[src/rtl/dp_clash_detect.sv]
module dp_clash_detect #(
  parameter int ADDR_W = 18,
  parameter int LAT    = 2
) (
  input  logic              clk,
  input  logic              rst,
  input  logic [ADDR_W-1:0] lt_addr,
  input  logic              lt_wr_n,
  input  logic              lt_sel0_n,
  input  logic              lt_sel1,
  input  logic [ADDR_W-1:0] rt_addr,
  input  logic              rt_wr_n,
  input  logic              rt_sel0_n,
  input  logic              rt_sel1,
  output logic              lt_clash_n,
  output logic              rt_clash_n
);
  localparam int STG = (LAT < 1) ? 1 : LAT;

  logic lt_on, rt_on, same, lt_hit, rt_hit;
  logic [1:0] pipe [STG];

  assign lt_on  = ~lt_sel0_n & lt_sel1;
  assign rt_on  = ~rt_sel0_n & rt_sel1;
  assign same   = lt_on & rt_on & (lt_addr == rt_addr);
  assign lt_hit = same & ~rt_wr_n;
  assign rt_hit = same & ~lt_wr_n;

  for (genvar g = 0; g < STG; g++) begin : g_stage
    if (g == 0) begin : g_head
      always_ff @(posedge clk) begin
        if (rst) pipe[g] <= '0;
        else     pipe[g] <= {lt_hit, rt_hit};
      end
    end else begin : g_tail
      always_ff @(posedge clk) begin
        if (rst) pipe[g] <= '0;
        else     pipe[g] <= pipe[g-1];
      end
    end
  end

  assign lt_clash_n = ~pipe[STG-1][1];
  assign rt_clash_n = ~pipe[STG-1][0];
endmodule

[config.mk]
export PLATFORM = sky130hd
export DESIGN_NAME = dp_clash_detect
export DESIGN_NICKNAME = d
export VERILOG_FILES = /design/src/rtl/dp_clash_detect.sv
export SDC_FILE = /design/constraint.sdc
export NUM_CORES = 1
export LEC_CHECK = 0
export ABC_AREA = 1
export BUFFER_PORTS_ARGS = -buffer_cell sky130_fd_sc_hd__buf_4
export CAP_MARGIN = 10
export CELL_PAD_IN_SITES_DETAIL_PLACEMENT = 0
export CELL_PAD_IN_SITES_GLOBAL_PLACEMENT = 2
export CORE_ASPECT_RATIO = 0.9
export CORE_MARGIN = 10
export CORE_UTILIZATION = 12
export CTS_CLUSTER_DIAMETER = 100
export DETAILED_ROUTE_END_ITERATION = 10
export HOLD_SLACK_MARGIN = 0.06
export PLACE_DENSITY = 0.82
export SLEW_MARGIN = 40
export SYNTH_ARGS = -nofsm -noshare
export SYNTH_HDL_FRONTEND = slang
export SYNTH_SLANG_ARGS = --single-unit
[constraint.sdc]
create_clock -name clk -period 0.8 [get_ports clk]
set_clock_uncertainty 0.05 [all_clocks]
set_input_delay 0.04 -clock clk [delete_from_list [all_inputs] [get_ports clk]]
set_output_delay 0.04 -clock clk [all_outputs]
set_load 0.03 [all_outputs]
Word level (Yosys, flattened, before mapping)
Memory sizes are Yosys's and may differ from the RTL's. Index checks and enable logic that the tools add are counted.

Multiplexer cells: 5. Bitwise operators: 14. Eq/ne operators: 1.

Operators with widths (number): 18-bit == test (1); 1-bit bitwise AND (6); 1-bit inverter (6); 2-bit two-way mux (2); 1-bit two-way mux (3); 1-bit OR (2).

Word-level logic and storage cells: 21. Bits in registers: 0. Memories kept: 1. RAM bits: 4.

Memory list: pipe (words 2, width 2, rd ports 2, clocked after Yosys merged registers in 0, wr ports 2, RTL line 21) `logic [1:0] pipe [STG];`.

Logic depth before layout (Yosys ltp)
Gate-level depths: netlist of run 1.

Depth after elaboration: 6. Gate-level depth with buffers: 7. Gate-level depth less buffers: 7.

Worst setup path after synthesis of run 1
No wires, ideal clock.

Kind: in2reg. Start point: input rt_addr[2]. End point: memory pipe[0][0]. Stages on the path: 5. Data required time: 0.672 ns. Slack: 0.167 ns. Path buffers: 0. Data arrival time: 0.505 ns. Path through: xnor2_1 > nand2_1 > nor2_1 > nand2_1 > nor3_1.

RTL lines: from (decl) (RTL line 11) `input logic [ADDR_W-1:0] rt_addr,`; to (decl) (RTL line 21).

==> results of run 1 <==
[per-layer routing]
metal  global-route usage  wire, um  up-vias
met5                    0         0        -
met4               0.0194        23        0
met3               0.0214       128        2
met2               0.0877       891       20
met1               0.0318       537      259
li1                     -         -      364
[cell usage after synthesis (all sizes together)]
library cell and n:
nand2 45, inv 28, nor2 8, xnor2 6, dfxtp 4, nor3 2, or2 2, nand3 1
xor2 1
[kinds of logic after synthesis]
group	Yosys count	share of synthesized area
buffers and inverters	28	0.222
and+or+nand+nor	58	0.479
DFF	4	0.169
xor gates and xnor gates	7	0.130
[final timing paths]
check,start,end,cells past startpoint
min,rt_wr_n,pipe[0][1]$_SDFF_PP0_,3
max,pipe[1][1]$_SDFF_PP0_,lt_clash_n,2
min reg2reg,pipe[0][0]$_SDFF_PP0_,pipe[1][0]$_SDFF_PP0_,2
max reg2reg,pipe[0][1]$_SDFF_PP0_,pipe[1][1]$_SDFF_PP0_,2
[cell type report]
class	instances	area, sq um
fillers	421	2830
inverters	28	105
multi-input cells	65	288
well taps	46	57.6
repair buffers	46	355
flip-flops and latches	4	81.3
clock buffers	3	41.3
[power by group]
part | internal [uW] | switching (uW)
Sequential | 201 | 0.00000200
Combinational | 198 | 108
Clock | 319 | 86.4
[stage by stage]
step                power, uW  instance area, sq um
floorplan                 318                   473
global placement          503                   868
detailed placement        512                   868
CTS                       936                   920
global route              990                   928
finish                    913                   928
[worst min-delay path: stages]
cell and delay [ps]:
sky130_fd_sc_hd__buf_4 70, sky130_fd_sc_hd__or2_2 90, sky130_fd_sc_hd__nor3_1 40
[timing repair]
| action | CTS | global route |
|---|---|---|
| endpoints found under the hold margin | 4 | 2 |
| gates resized for setup | 0 | 4 |
| endpoints found under the setup margin | 0 | 2 |
==> results by stage, run 1 <==
Placed design:
- The count of buffers added on input and output ports is between 40 and 50.
- After detailed placement, the design holds a cell count of ~190.
- The last weighted congestion value of the routability-driven placer is 0.700.
- The worst setup timing slack at the placement stage is -76.9 ps.
- Once detailed placement completed, the half-perimeter wirelength came to roughly 1500 um.

Worst setup path:
- In this design, the stage delay of the slowest critical-path cell is approximately 300 ps.
- The data required time of the critical path is ~710 ps.
- Walking the worst path, the cells encountered are inv_1 -> buf_6.
- The slack of the worst reg-to-reg path is around 290 ps.
- STA classifies the critical path startpoint as a flop.
- By startpoint and endpoint, the worst setup path is classified as reg2out.
- Of all nets on the critical path, the largest fanout is 1.
- The slowest stage of the critical path is the sky130_fd_sc_hd__dfxtp_1 cell.
- The sort of element at the end of the critical path is a primary output.
- The signal arrival time at the worst endpoint is around 680 ps.
- The count of buffer and inverter cells on the critical path is 2.
- Grouping stages by cell kind, the critical path spends the most delay in flip-flops.

Logic synthesis:
- Of the post-synthesis cell area, the dominant cell type holds 0.357.
- The post-synthesis cell type with the largest combined area is sky130_fd_sc_hd__nand2_1.
- The Yosys step of the flow raised 0 warnings.
- The sequential element share of the synthesized area is 0.169.
- The area of the mapped netlist is ~470 sq um.
- By area the synthesized netlist is led by sky130_fd_sc_hd__nand2_1, sky130_fd_sc_hd__inv_1, sky130_fd_sc_hd__dfxtp_1.
- The number of distinct library cells after synthesis is 9.
- In the synthesized netlist, the number of instances is 97.
- After synthesis the netlist holds a flip-flop and latch count of 4.
- Counting every net in the synthesized netlist gives ~140.
- The per-instance average area after synthesis is just under 5 sq um.

STA:
- Setup repair after global routing left no endpoint under its margin.
- Setup violations remaining at the end of the flow were counted as 0.
- Of the available clock period, the critical path in the final layout requires 0.957.
- The summed negative setup slack over all endpoints is 0 ps.
- The maximum clock frequency is between 1000 and 1500 MHz.
- The count of pins over their slew limit is 0.
- The worst pin sits at a relative slew slack of 0.886.
- On the final layout, the worst hold slack is approximately 34 ps.
- The slack of the critical path is between 30 and 40 ps.
- The number of hold-slack violations in the final timing report came to 0.
- The routed design could run at a clock period as short as ~770 ps.
- For the pin with the worst max-slew slack, the measured transition is ~170 ps.

Layout:
- The finished layout holds around 190 standard cells, fillers aside.
- The register with the most flip-flops in the layout has 4 of them.
- Measured on the finished design, the core utilization comes to 0.247.
- The signed area change from the synthesized netlist to the final layout is 96.3%.
- The number of antenna diodes is 0.
- In the layout the commonest cells are sky130_fd_sc_hd__nand2_1, sky130_fd_sc_hd__buf_4, sky130_fd_sc_hd__inv_1.
- For this run, the post-layout net count is about 190.
- The fraction of final layout cells with drive strength greater than 1 is 0.356.
- In the final layout, the registers with the most flip-flops are pipe x4.
- Leaving out fill and tap cells, the most frequent cell in the layout is sky130_fd_sc_hd__nand2_1.
- Counting flops per register, the top entry is pipe.

Clocking:
- The buffer depth of the longest clock path is 2.
- TritonCTS built the clock tree.
- The clock reaches the later pin of the worst-skew pair after ~210 ps.
- The CTS H-tree depth is 1.
- The buffer count from post-CTS setup fixing is 0.
- The number of clock sinks seen by CTS is 4.
- The clock transition at the registers of the reported paths is 30 ps.
- The quantity of hold-fixing buffers added after cts is 1.
- TritonCTS created 3 clock buffers.
- The cell at the root of the clock tree is sky130_fd_sc_hd__clkbuf_8.

Power and ir drop:
- Dividing total power by cell area gives a power density of 984 nW/um^2.
- Across the VDD grid, the largest voltage drop is approximately 0.38 mV.
- The analysis attributes to cell leakage a power of 0.000557 uW.

Detailed routing:
- The via count is 645.
- For this run, design rule violations remaining after detail routing come to 0.
- The routed design has between 1500 and 2000 um of wire.
- The DRC violation total after the first TritonRoute iteration is 8.
- The first-pass iteration count of the detailed router is 3.
- The number of vias per cell is roughly 3.4.
- The average wire per standard cell is 8.23 um.
- The count of nets left with antenna violations once routing finished came out at 0.

Global routing:
- The total overflow left after global routing is 0.
- In the global route stage, overall resource usage came out at 0.0429.
- The first global-routing pass estimated 2420 um of wire.
- Entering global routing, the biggest net connects 4 pins.
- The initial antenna violation count came to 0.
- The via count of the first global-routing pass came to 676.

Min path:
- The path class of the tightest hold or removal check is in2reg.

Floorplanning:
- The starting utilization of the core area is 0.126.
- The overall die width is 86.2 um.
- The die outline area is a little under 7000 sq um.
- The chip height is 79.6 um.
- The placeable core region is about 3800 sq um.
- The floorplan has 21 rows.
- The I/O pin total is 46.

Status:
- The run finished with clean final reports.

Job:
- The count of maximum capacitance violations is 0.
(Power assumes the default switching activity.)
==> run 2: changes to the inputs <==
MAX_ROUTING_LAYER = met4   (was default)
==> run 2 against run 1 <==
Net effect: cell area stayed put; cell count is the same; non-clock buffer count is the same; critical path depth unchanged; die area stayed put; register-to-register slack about the same; global-route usage increased by 0.12 points; via count did not move; flip-flop and latch count did not move; largest cell class unchanged; critical path type unchanged.
==> results by stage, run 2 (synthesis results as in run 1) <==
Worst setup path:
- For the worst setup path, the data required time is a little over 700 ps.
- The end of the worst register-to-register path is pipe[1][1]$_SDFF_PP0_.
- The slack of the worst reg-to-reg path is about 290 ps.
- The signal arrival time at the worst endpoint is approximately 680 ps.
- The highest fanout seen on the critical path is 1.
- The startpoint type of the worst setup path is a flop.
- The startpoint identified for the worst register-to-register timing path is pipe[0][1]$_SDFF_PP0_.
- The count of cells along the worst register-to-register path is 2.
- The sort of element at the end of the critical path is a primary output.
- The worst setup path is of the reg2out kind.

Floorplanning:
- The region available for standard cell placement spans around 3800 sq um.
- The die covers approximately 7000 sq um.
- The cell row count is 21.
- The chip height is about 80 um.
- The I/O pin total is 46.
- The initial utilization of the core area, before any placement, comes to 0.126.
- The overall die width is between 80 and 90 um.

STA:
- The minimum clock period after layout is about 770 ps.
- The number of endpoints failing setup at the final stage is 0.
- Dividing the final minimum period by the clock period gives 0.957.
- For the pin with the worst max-slew slack, the measured transition is ~170 ps.
- The count of pins over their slew limit is 0.
- The number of hold-slack violations in the final timing report is 0.
- For this run, the top clock speed supported by timing is 1310 MHz.
- The max-slew headroom at the worst pin is 0.886.
- Setup repair after global routing left no endpoint under its margin.
- In the final timing run, aggregate negative setup slack is 0 ps.

Power and ir drop:
- The share of total power dissipated in the clock network is 0.444.
- The maximum ir drop on the vdd rail is 0.378 mV.
- The overall power of the completed layout is 913 uW.
- The sequential fraction of design power is 0.220.
- The standby leakage power is roughly 0.00056 uW.
- The power density over the cells is 984 nW/um^2.
- The switching power is approximately 190 uW.
- Of the total power, the share spent switching nets is 0.213.
- The internal portion of the total power is ~720 uW.
- Of the total power, combinational logic draws 0.336.

Placed design:
- The number of I/O port buffers is 45.
- Summed over all nets, the half-perimeter wirelength after detailed placement is roughly 1500 um.
- The last weighted congestion value of the routability-driven placer is between 0.7 and 0.8.

Status:
- The run finished with clean final reports.

Detailed routing:
- The via count is around 650.
- For this block, the routed nets add up to 1580 um of wire.
- After the first detailed-routing iteration, the DRC count stood at 8.
- Before antenna repair, the detailed router went through 3 iterations.
- Dividing the detail-routed via count by the number of cells gives about 3.4.
- In the routed design, unresolved DRC markers number 0.
- Dividing the detail-routed wire length by the instance count gives 8.23 um.
- In this run the remaining antenna-violating nets after routing total 0.

Clocking:
- The number of clock sinks seen by CTS is 4.
- The tree is rooted in a sky130_fd_sc_hd__clkbuf_8.
- The quantity of hold-fixing buffers added after cts is 1.
- The clock transition at the registers of the reported paths is roughly 30 ps.
- The clock passes through at most 2 buffers.
- TritonCTS built the clock tree.
- Buffers inserted during clock tree synthesis total 3.
- CTS built an H-tree with a depth of 1.
- The insertion delay to the later sink of the worst-skew pair is roughly 210 ps.
- The buffer count from post-CTS setup fixing is 0.

Layout:
- The number of antenna diodes is 0.
- The number of inserted filler cells in the final layout is roughly 420.
- The register with the most flip-flops in the layout has 4 of them.
- The largest registers in the layout are pipe x4.
- The fraction of final layout cells with drive strength greater than 1 is 0.356.
- Leaving out fill and tap cells, the most frequent cell in the layout is sky130_fd_sc_hd__nand2_1.
- Compared with the post-synthesis result, the final layout area differs by 96.3%.
- The library cells used most frequently in the layout, excluding fill and tap cells, are sky130_fd_sc_hd__nand2_1, sky130_fd_sc_hd__buf_4, sky130_fd_sc_hd__inv_1.
- In the final design database the tool counted approximately 190 nets.
- pipe holds more flip-flops than any other register.

Min path:
- The worst hold path begins at rt_wr_n.
- Counting instances, the worst hold path has a depth of 3.
- The end point of the most critical hold path is pipe[0][1]$_SDFF_PP0_.
- The tightest min-delay check is of the in2reg type.

Global routing:
- The initial antenna violation count is 0.
- Across every metal layer, demand over resource in global routing totals 0.0441.
- The first global-routing pass estimated 2420 um of wire.
- Global routing finished with a remaining overflow of 0.
- The maximum number of pins on one net before global-route repair is 4.
- The via count of the first global-routing pass is ~680.

Job:
- The count of maximum capacitance violations is 0.
## run 2: cell counts in the layout (fill, tap and decap cells not counted)
Identical to the previous run, type by type.
## run 2: worst max path at each step
stage / slack (ps) / cells past startpoint / endpoint / from
6_report: 30 / 2 / lt_clash_n / pipe[1][1]$_SDFF_PP0_
5_1_grt: 4 / 2 / rt_clash_n / pipe[1][0]$_SDFF_PP0_
4_1_cts: 3 / 2 / lt_clash_n / pipe[1][1]$_SDFF_PP0_
3_5_place_dp: -80 / 6 / pipe[0][0]$_SDFF_PP0_ / rt_addr[4]
3_3_place_gp: -50 / 6 / pipe[0][0]$_SDFF_PP0_ / rt_addr[4]
2_1_floorplan: 170 / 5 / pipe[0][0]$_SDFF_PP0_ / rt_addr[2]
## run 2: layout make-up
class | instances | area, sq um | area share
clock buffers | 3 | 41.3 | 0.0445
inverters | 28 | 105 | 0.113
multi-input cells | 65 | 288 | 0.310
flip-flops and latches | 4 | 81.3 | 0.0876
well taps | 46 | 57.6 | 0.0620
repair buffers | 46 | 355 | 0.383
## run 2: timing repair
action | in CTS | in global routing
endpoints found under the setup margin | 0 | 2
resized for setup | 0 | 4
hold endpoints to repair | 4 | 2
## run 2: critical path: stages, from the launching register on
cell and delay, ps:
sky130_fd_sc_hd__dfxtp_1 300, sky130_fd_sc_hd__inv_1 40, sky130_fd_sc_hd__buf_6 130
## run 2: power by group through the flow
| stage | clock network (uW) | logic (uW) | registers (uW) |
|---|---|---|---|
| final | 405 | 307 | 201 |
| after global routing | 445 | 344 | 201 |
| after CTS | 422 | 313 | 201 |
| after detailed placement | 0 | 308 | 204 |
| after global placement | 0 | 299 | 204 |
| after floorplan | 0 | 114 | 204 |
## run 2: per-stage QoR
step	setup WS, ps	hold slack (ps)	cell area (sq um)	util	cells
2_1_floorplan	167	61.2	473	-	97
3_3_place_gp	-45.2	173	868	0.231	188
3_5_place_dp	-76.9	173	868	0.231	188
4_1_cts	2.64	34.2	920	0.245	192
5_1_grt	4.10	37.5	928	0.247	192
6_report	34.1	34.5	928	0.247	192
## run 2: metal layers
| layer | wire length (um) | global-route usage | up-vias |
|---|---|---|---|
| met3 | 95 | 0.0173 | 2 |
| met5 | 0 | - | - |
| met1 | 571 | 0.0341 | 259 |
| li1 | - | - | 364 |
| met4 | 23 | 0.0194 | 0 |
| met2 | 891 | 0.0877 | 20 |
==> run 3: changes to the inputs <==
ABC_AREA = default   (was 1)
CELL_PAD_IN_SITES_DETAIL_PLACEMENT = 2   (was 0)
CORE_UTILIZATION = 11   (was 12)
CTS_CLUSTER_SIZE = 28   (was default)
PLACE_DENSITY = 0.83   (was 0.82)
==> run 3 against run 2 <==
Net effect: fmax is 9.3% lower; highest routed layer unchanged; area after synthesis down 33%; largest cell class unchanged; cell area fell by 11%; combinational power fell by 2%; the run now ends with setup timing left; synthesized cell count shrank 63%.
==> results by stage, run 3 <==
Logic synthesis:
- A synthesized cell averages between 8 and 9 sq um.
- The Yosys step of the flow raised 0 warnings.
- By area, the combinational part of the netlist is dominated by XOR/XNOR gates.
- The commonest cells after synthesis are sky130_fd_sc_hd__xor2_1, sky130_fd_sc_hd__dfxtp_1, sky130_fd_sc_hd__nor4_1, sky130_fd_sc_hd__nor3_1.
- The simple-gate portion of the synthesized area is 0.225.
- Ranked by total cell area, the synthesized netlist is headed by sky130_fd_sc_hd__xor2_1, sky130_fd_sc_hd__dfxtp_1, sky130_fd_sc_hd__nor4_1.
- The mapped netlist covers 317 sq um.
- The cell count after synthesis came out at 36.
- The netlist uses 10 different library cells.
- The synthesized design contains 0 enable-type register cells.
- The synthesized design contains 4 register bits.
- Of the total synthesized cell area, the portion taken by XOR and XNOR cells is 0.498.
- The most used standard cell by instance count after synthesis is sky130_fd_sc_hd__xor2_1.
- The share of flip-flops with an asynchronous set or reset is 0.
- Of the post-synthesis cell area, the dominant cell type holds 0.443.
- The sequential element share of the synthesized area is 0.253.
- The compound-gate portion of the synthesized area is 0.
- The number of nets produced by synthesis is 80.
- Measured against the total synthesized area, the mux share comes to 0.
- For this run, the leading register cell type out of synthesis is sky130_fd_sc_hd__dfxtp_1.
- Of the total synthesized cell area, the portion taken by full adders, half adders and majority gates is 0.
- Of all cell types, the one taking the most synthesized area is sky130_fd_sc_hd__xor2_1.

STA:
- The count of pins over their slew limit is 0.
- The final worst-path cycle share is 1.06.
- Setup violations remaining at the end of the flow were counted as 2.
- The worst pin sits at a relative slew slack of 0.822.
- Setup repair after global routing could not meet its margin everywhere.
- Once routing completed, OpenROAD measured the worst setup slack at -44.6 ps.
- The minimum clock period after layout is roughly 840 ps.
- For the pin with the worst max-slew slack, the measured transition is between 200 and 300 ps.
- The number of hold-slack violations in the final timing report is 0.
- The maximum clock frequency is 1180 MHz.

Global routing:
- The via count of the first global-routing pass is a little over 600.
- The most heavily used metal layer in global routing is met2.
- In the global route stage, met2 resource usage came out at 0.150.
- The initial antenna violation count is 0.
- For met1 alone, demand over resource in global routing was 0.0539.
- The routing usage on met3 is 0.0139.
- The maximum number of pins on one net before global-route repair is 3.
- The total congestion overflow after global routing is 0.
- The first global-routing pass estimated ~2800 um of wire.
- The total track usage is 0.0697.

Clocking:
- The insertion delay to the later sink of the worst-skew pair is around 230 ps.
- TritonCTS built the clock tree.
- The number of clock sinks seen by CTS is 4.
- The number of buffers added by the clock tree synthesis step is 3.
- Buffers added to address setup during post-CTS repair amount to 0.
- After clock tree synthesis, the clock-pin slew on the worst setup and hold paths is ~40 ps.
- The CTS H-tree depth is 1.
- Counting along the longest clock path gives a buffer depth of 2.
- The cell sitting at the root of the clock tree is a sky130_fd_sc_hd__clkbuf_4.
- The quantity of hold-fixing buffers added after cts is 2.

Layout:
- Measured on the finished design, the core utilization comes to 0.301.
- For this run, the post-layout net count is 133.
- Summing all non-filler instances in the final layout gives an area of between 800 and 900 sq um.
- Compared with the post-synthesis result, the final layout area differs by 161%.
- The register with the most flip-flops in the layout has 4 of them.
- The largest register by flop count is pipe.
- The most common library cell in the layout ignoring fill and taps is sky130_fd_sc_hd__buf_4.
- The fraction of final layout cells with drive strength greater than 1 is 0.655.
- Excluding fillers, the count of instances in the completed layout stands at ~130.
- In the layout the commonest cells are sky130_fd_sc_hd__buf_4, sky130_fd_sc_hd__xor2_1, sky130_fd_sc_hd__buf_6.
- The largest registers in the layout are pipe x4.
- The number of antenna diodes is 0.

Power and ir drop:
- The analysis attributes to cell leakage a power of between 0.0003 and 0.0004 uW.
- The sequential fraction of design power is 0.271.
- Summed over all nets, the switching power comes to 169 uW.
- Of the total power, the share spent switching nets is 0.228.
- Of the total power, combinational logic draws 0.408.
- Cell internal power was estimated by the tool at about 570 uW.
- The maximum ir drop on the vdd rail is between 0.2 and 0.25 mV.
- The power share of the clock group is 0.322.
- The power density over the cells is about 900 nW/um^2.

Detailed routing:
- The wire length reported by the detailed router is approximately 1800 um.
- The via count is 447.
- The DRC violation total after the first TritonRoute iteration is 6.
- After detailed routing, the number of remaining DRC violations is 0.
- The number of vias per cell is between 3 and 4.
- The first-pass iteration count of the detailed router is 2.
- In this run the remaining antenna-violating nets after routing total 0.
- The average wire per standard cell is 14.1 um.

Worst setup path:
- The count of buffer and inverter cells on the critical path is 1.
- In this design, the stage delay of the slowest critical-path cell is about 310 ps.
- Broken down by cell family, the worst path's largest delay share belongs to simple AND/OR/NAND/NOR gates.
- The data required time of the critical path is roughly 900 ps.
- Data on the critical path arrives at its endpoint at ~950 ps.
- Among all stages on the critical path, the largest delay is contributed by sky130_fd_sc_hd__nor4_2.
- The startpoint type of the worst setup path is an input pin.
- In this run the register-to-register setup slack is between 200 and 250 ps.
- The worst setup path is of the in2reg kind.
- Of all nets on the critical path, the largest fanout is 2.
- The sort of element at the end of the critical path is a flop.
- The critical path goes through buf_6 -> xor2_2 -> nor4_2 -> nand4_1 -> nor3_1.

Placed design:
- The number of I/O port buffers is 45.
- The worst setup timing slack at the placement stage is -401 ps.
- Routability-driven placement finished with a final weighted congestion of 0.652.
- Summing all placed instances gives a cell area of 712 sq um.
- The wire-length estimate of the detail-placed layout is around 1600 um.
- The number of cells in the design after placement is about 120.

Floorplanning:
- The placeable core region is 2750 sq um.
- The cell row count is 18.
- The initial utilization of the core area, before any placement, comes to 0.115.
- The floorplan step defined a die boundary enclosing 5430 sq um.
- The die is approximately 70 um tall.
- For this design the top-level I/O count stands at 46.
- The overall die width is about 77 um.

Status:
- The flow ran to the end, but the final reports show violations.
- The checks that failed: setup timing.

Job:
- The count of maximum capacitance violations is 0.

Min path:
- The type of the tightest min-delay check is in2reg.
## run 3: cell types whose count changed in the layout (fill, tap and decap cells not counted), sizes merged
cell	change
xor2	+15
nand3b	+1
nor2	-8
xnor2	-4
nor2b	+2
nor4	+4
nor3	+1
buf	+1
nand2	-45
inv	-26
nand4	+1
dlygate4sd3	+1
or2	-2
## run 3: power by group through the flow
stage                     Clock (uW)  Sequential, uW  Combinational (uW)
after floorplan                    0             204                68.5
after global placement             0             204                 253
after detailed placement           0             204                 263
after CTS                        252             201                 291
after global routing             282             200                 329
final                            239             201                 302
## run 3: final timing paths
check / from / end / cells past startpoint
setup / recovery: rt_addr[3] / pipe[0][0]$_SDFF_PP0_ / 5
setup reg to reg: pipe[0][0]$_SDFF_PP0_ / pipe[1][0]$_SDFF_PP0_ / 1
hold / removal: rst / pipe[1][1]$_SDFF_PP0_ / 3
hold reg to reg: pipe[0][1]$_SDFF_PP0_ / pipe[1][1]$_SDFF_PP0_ / 1
## run 3: cells by family (layout without fill, tap and decap cells)
family / count (synthesis) / count (layout)
and+or+nand+nor: 12 / 12
xor gates and xnor gates: 18 / 18
buffers and inverters: 2 / 53
DFF: 4 / 4
## run 3: tightest hold or removal path: cells and delay by family
kind	cells	cell delay (ps)
buffers and inverters	2	180
and+or+nand+nor	1	40
## run 3: layout make-up
type	count	area (sq um)
tap	40	50.0
fill	330	1920
timing repair buffer	48	395
multi-input combinational	30	270
sequential	4	81.3
inverter	2	7.51
clock buffer	3	22.5
## run 3: timing repair
item / 4_1_cts / 5_1_grt
gates resized for setup: 10 / 6
gates cloned: 0 / 0
hold endpoints to repair: 4 / 2
endpoints found under the setup margin: 4 / 4
pin swaps: 8 / 1
## run 3: stage by stage
step | TNS (ps) | total power [uW] | hold WS, ps
floorplan | -86.5 | 272 | 61.6
global placement | -740 | 457 | 158
detailed placement | -801 | 466 | 158
CTS | -126 | 744 | 20.7
global route | -258 | 810 | 25.4
finish | -81.1 | 741 | 18.0
## run 3: metal layers
| layer | routed length (um) | share of wire | vias up |
|---|---|---|---|
| li1 | - | - | 222 |
| met1 | 600 | 0.34 | 201 |
| met2 | 1130 | 0.63 | 22 |
| met3 | 41 | 0.023 | 2 |
| met4 | 19 | 0.011 | 0 |
| met5 | 0 | 0 | - |
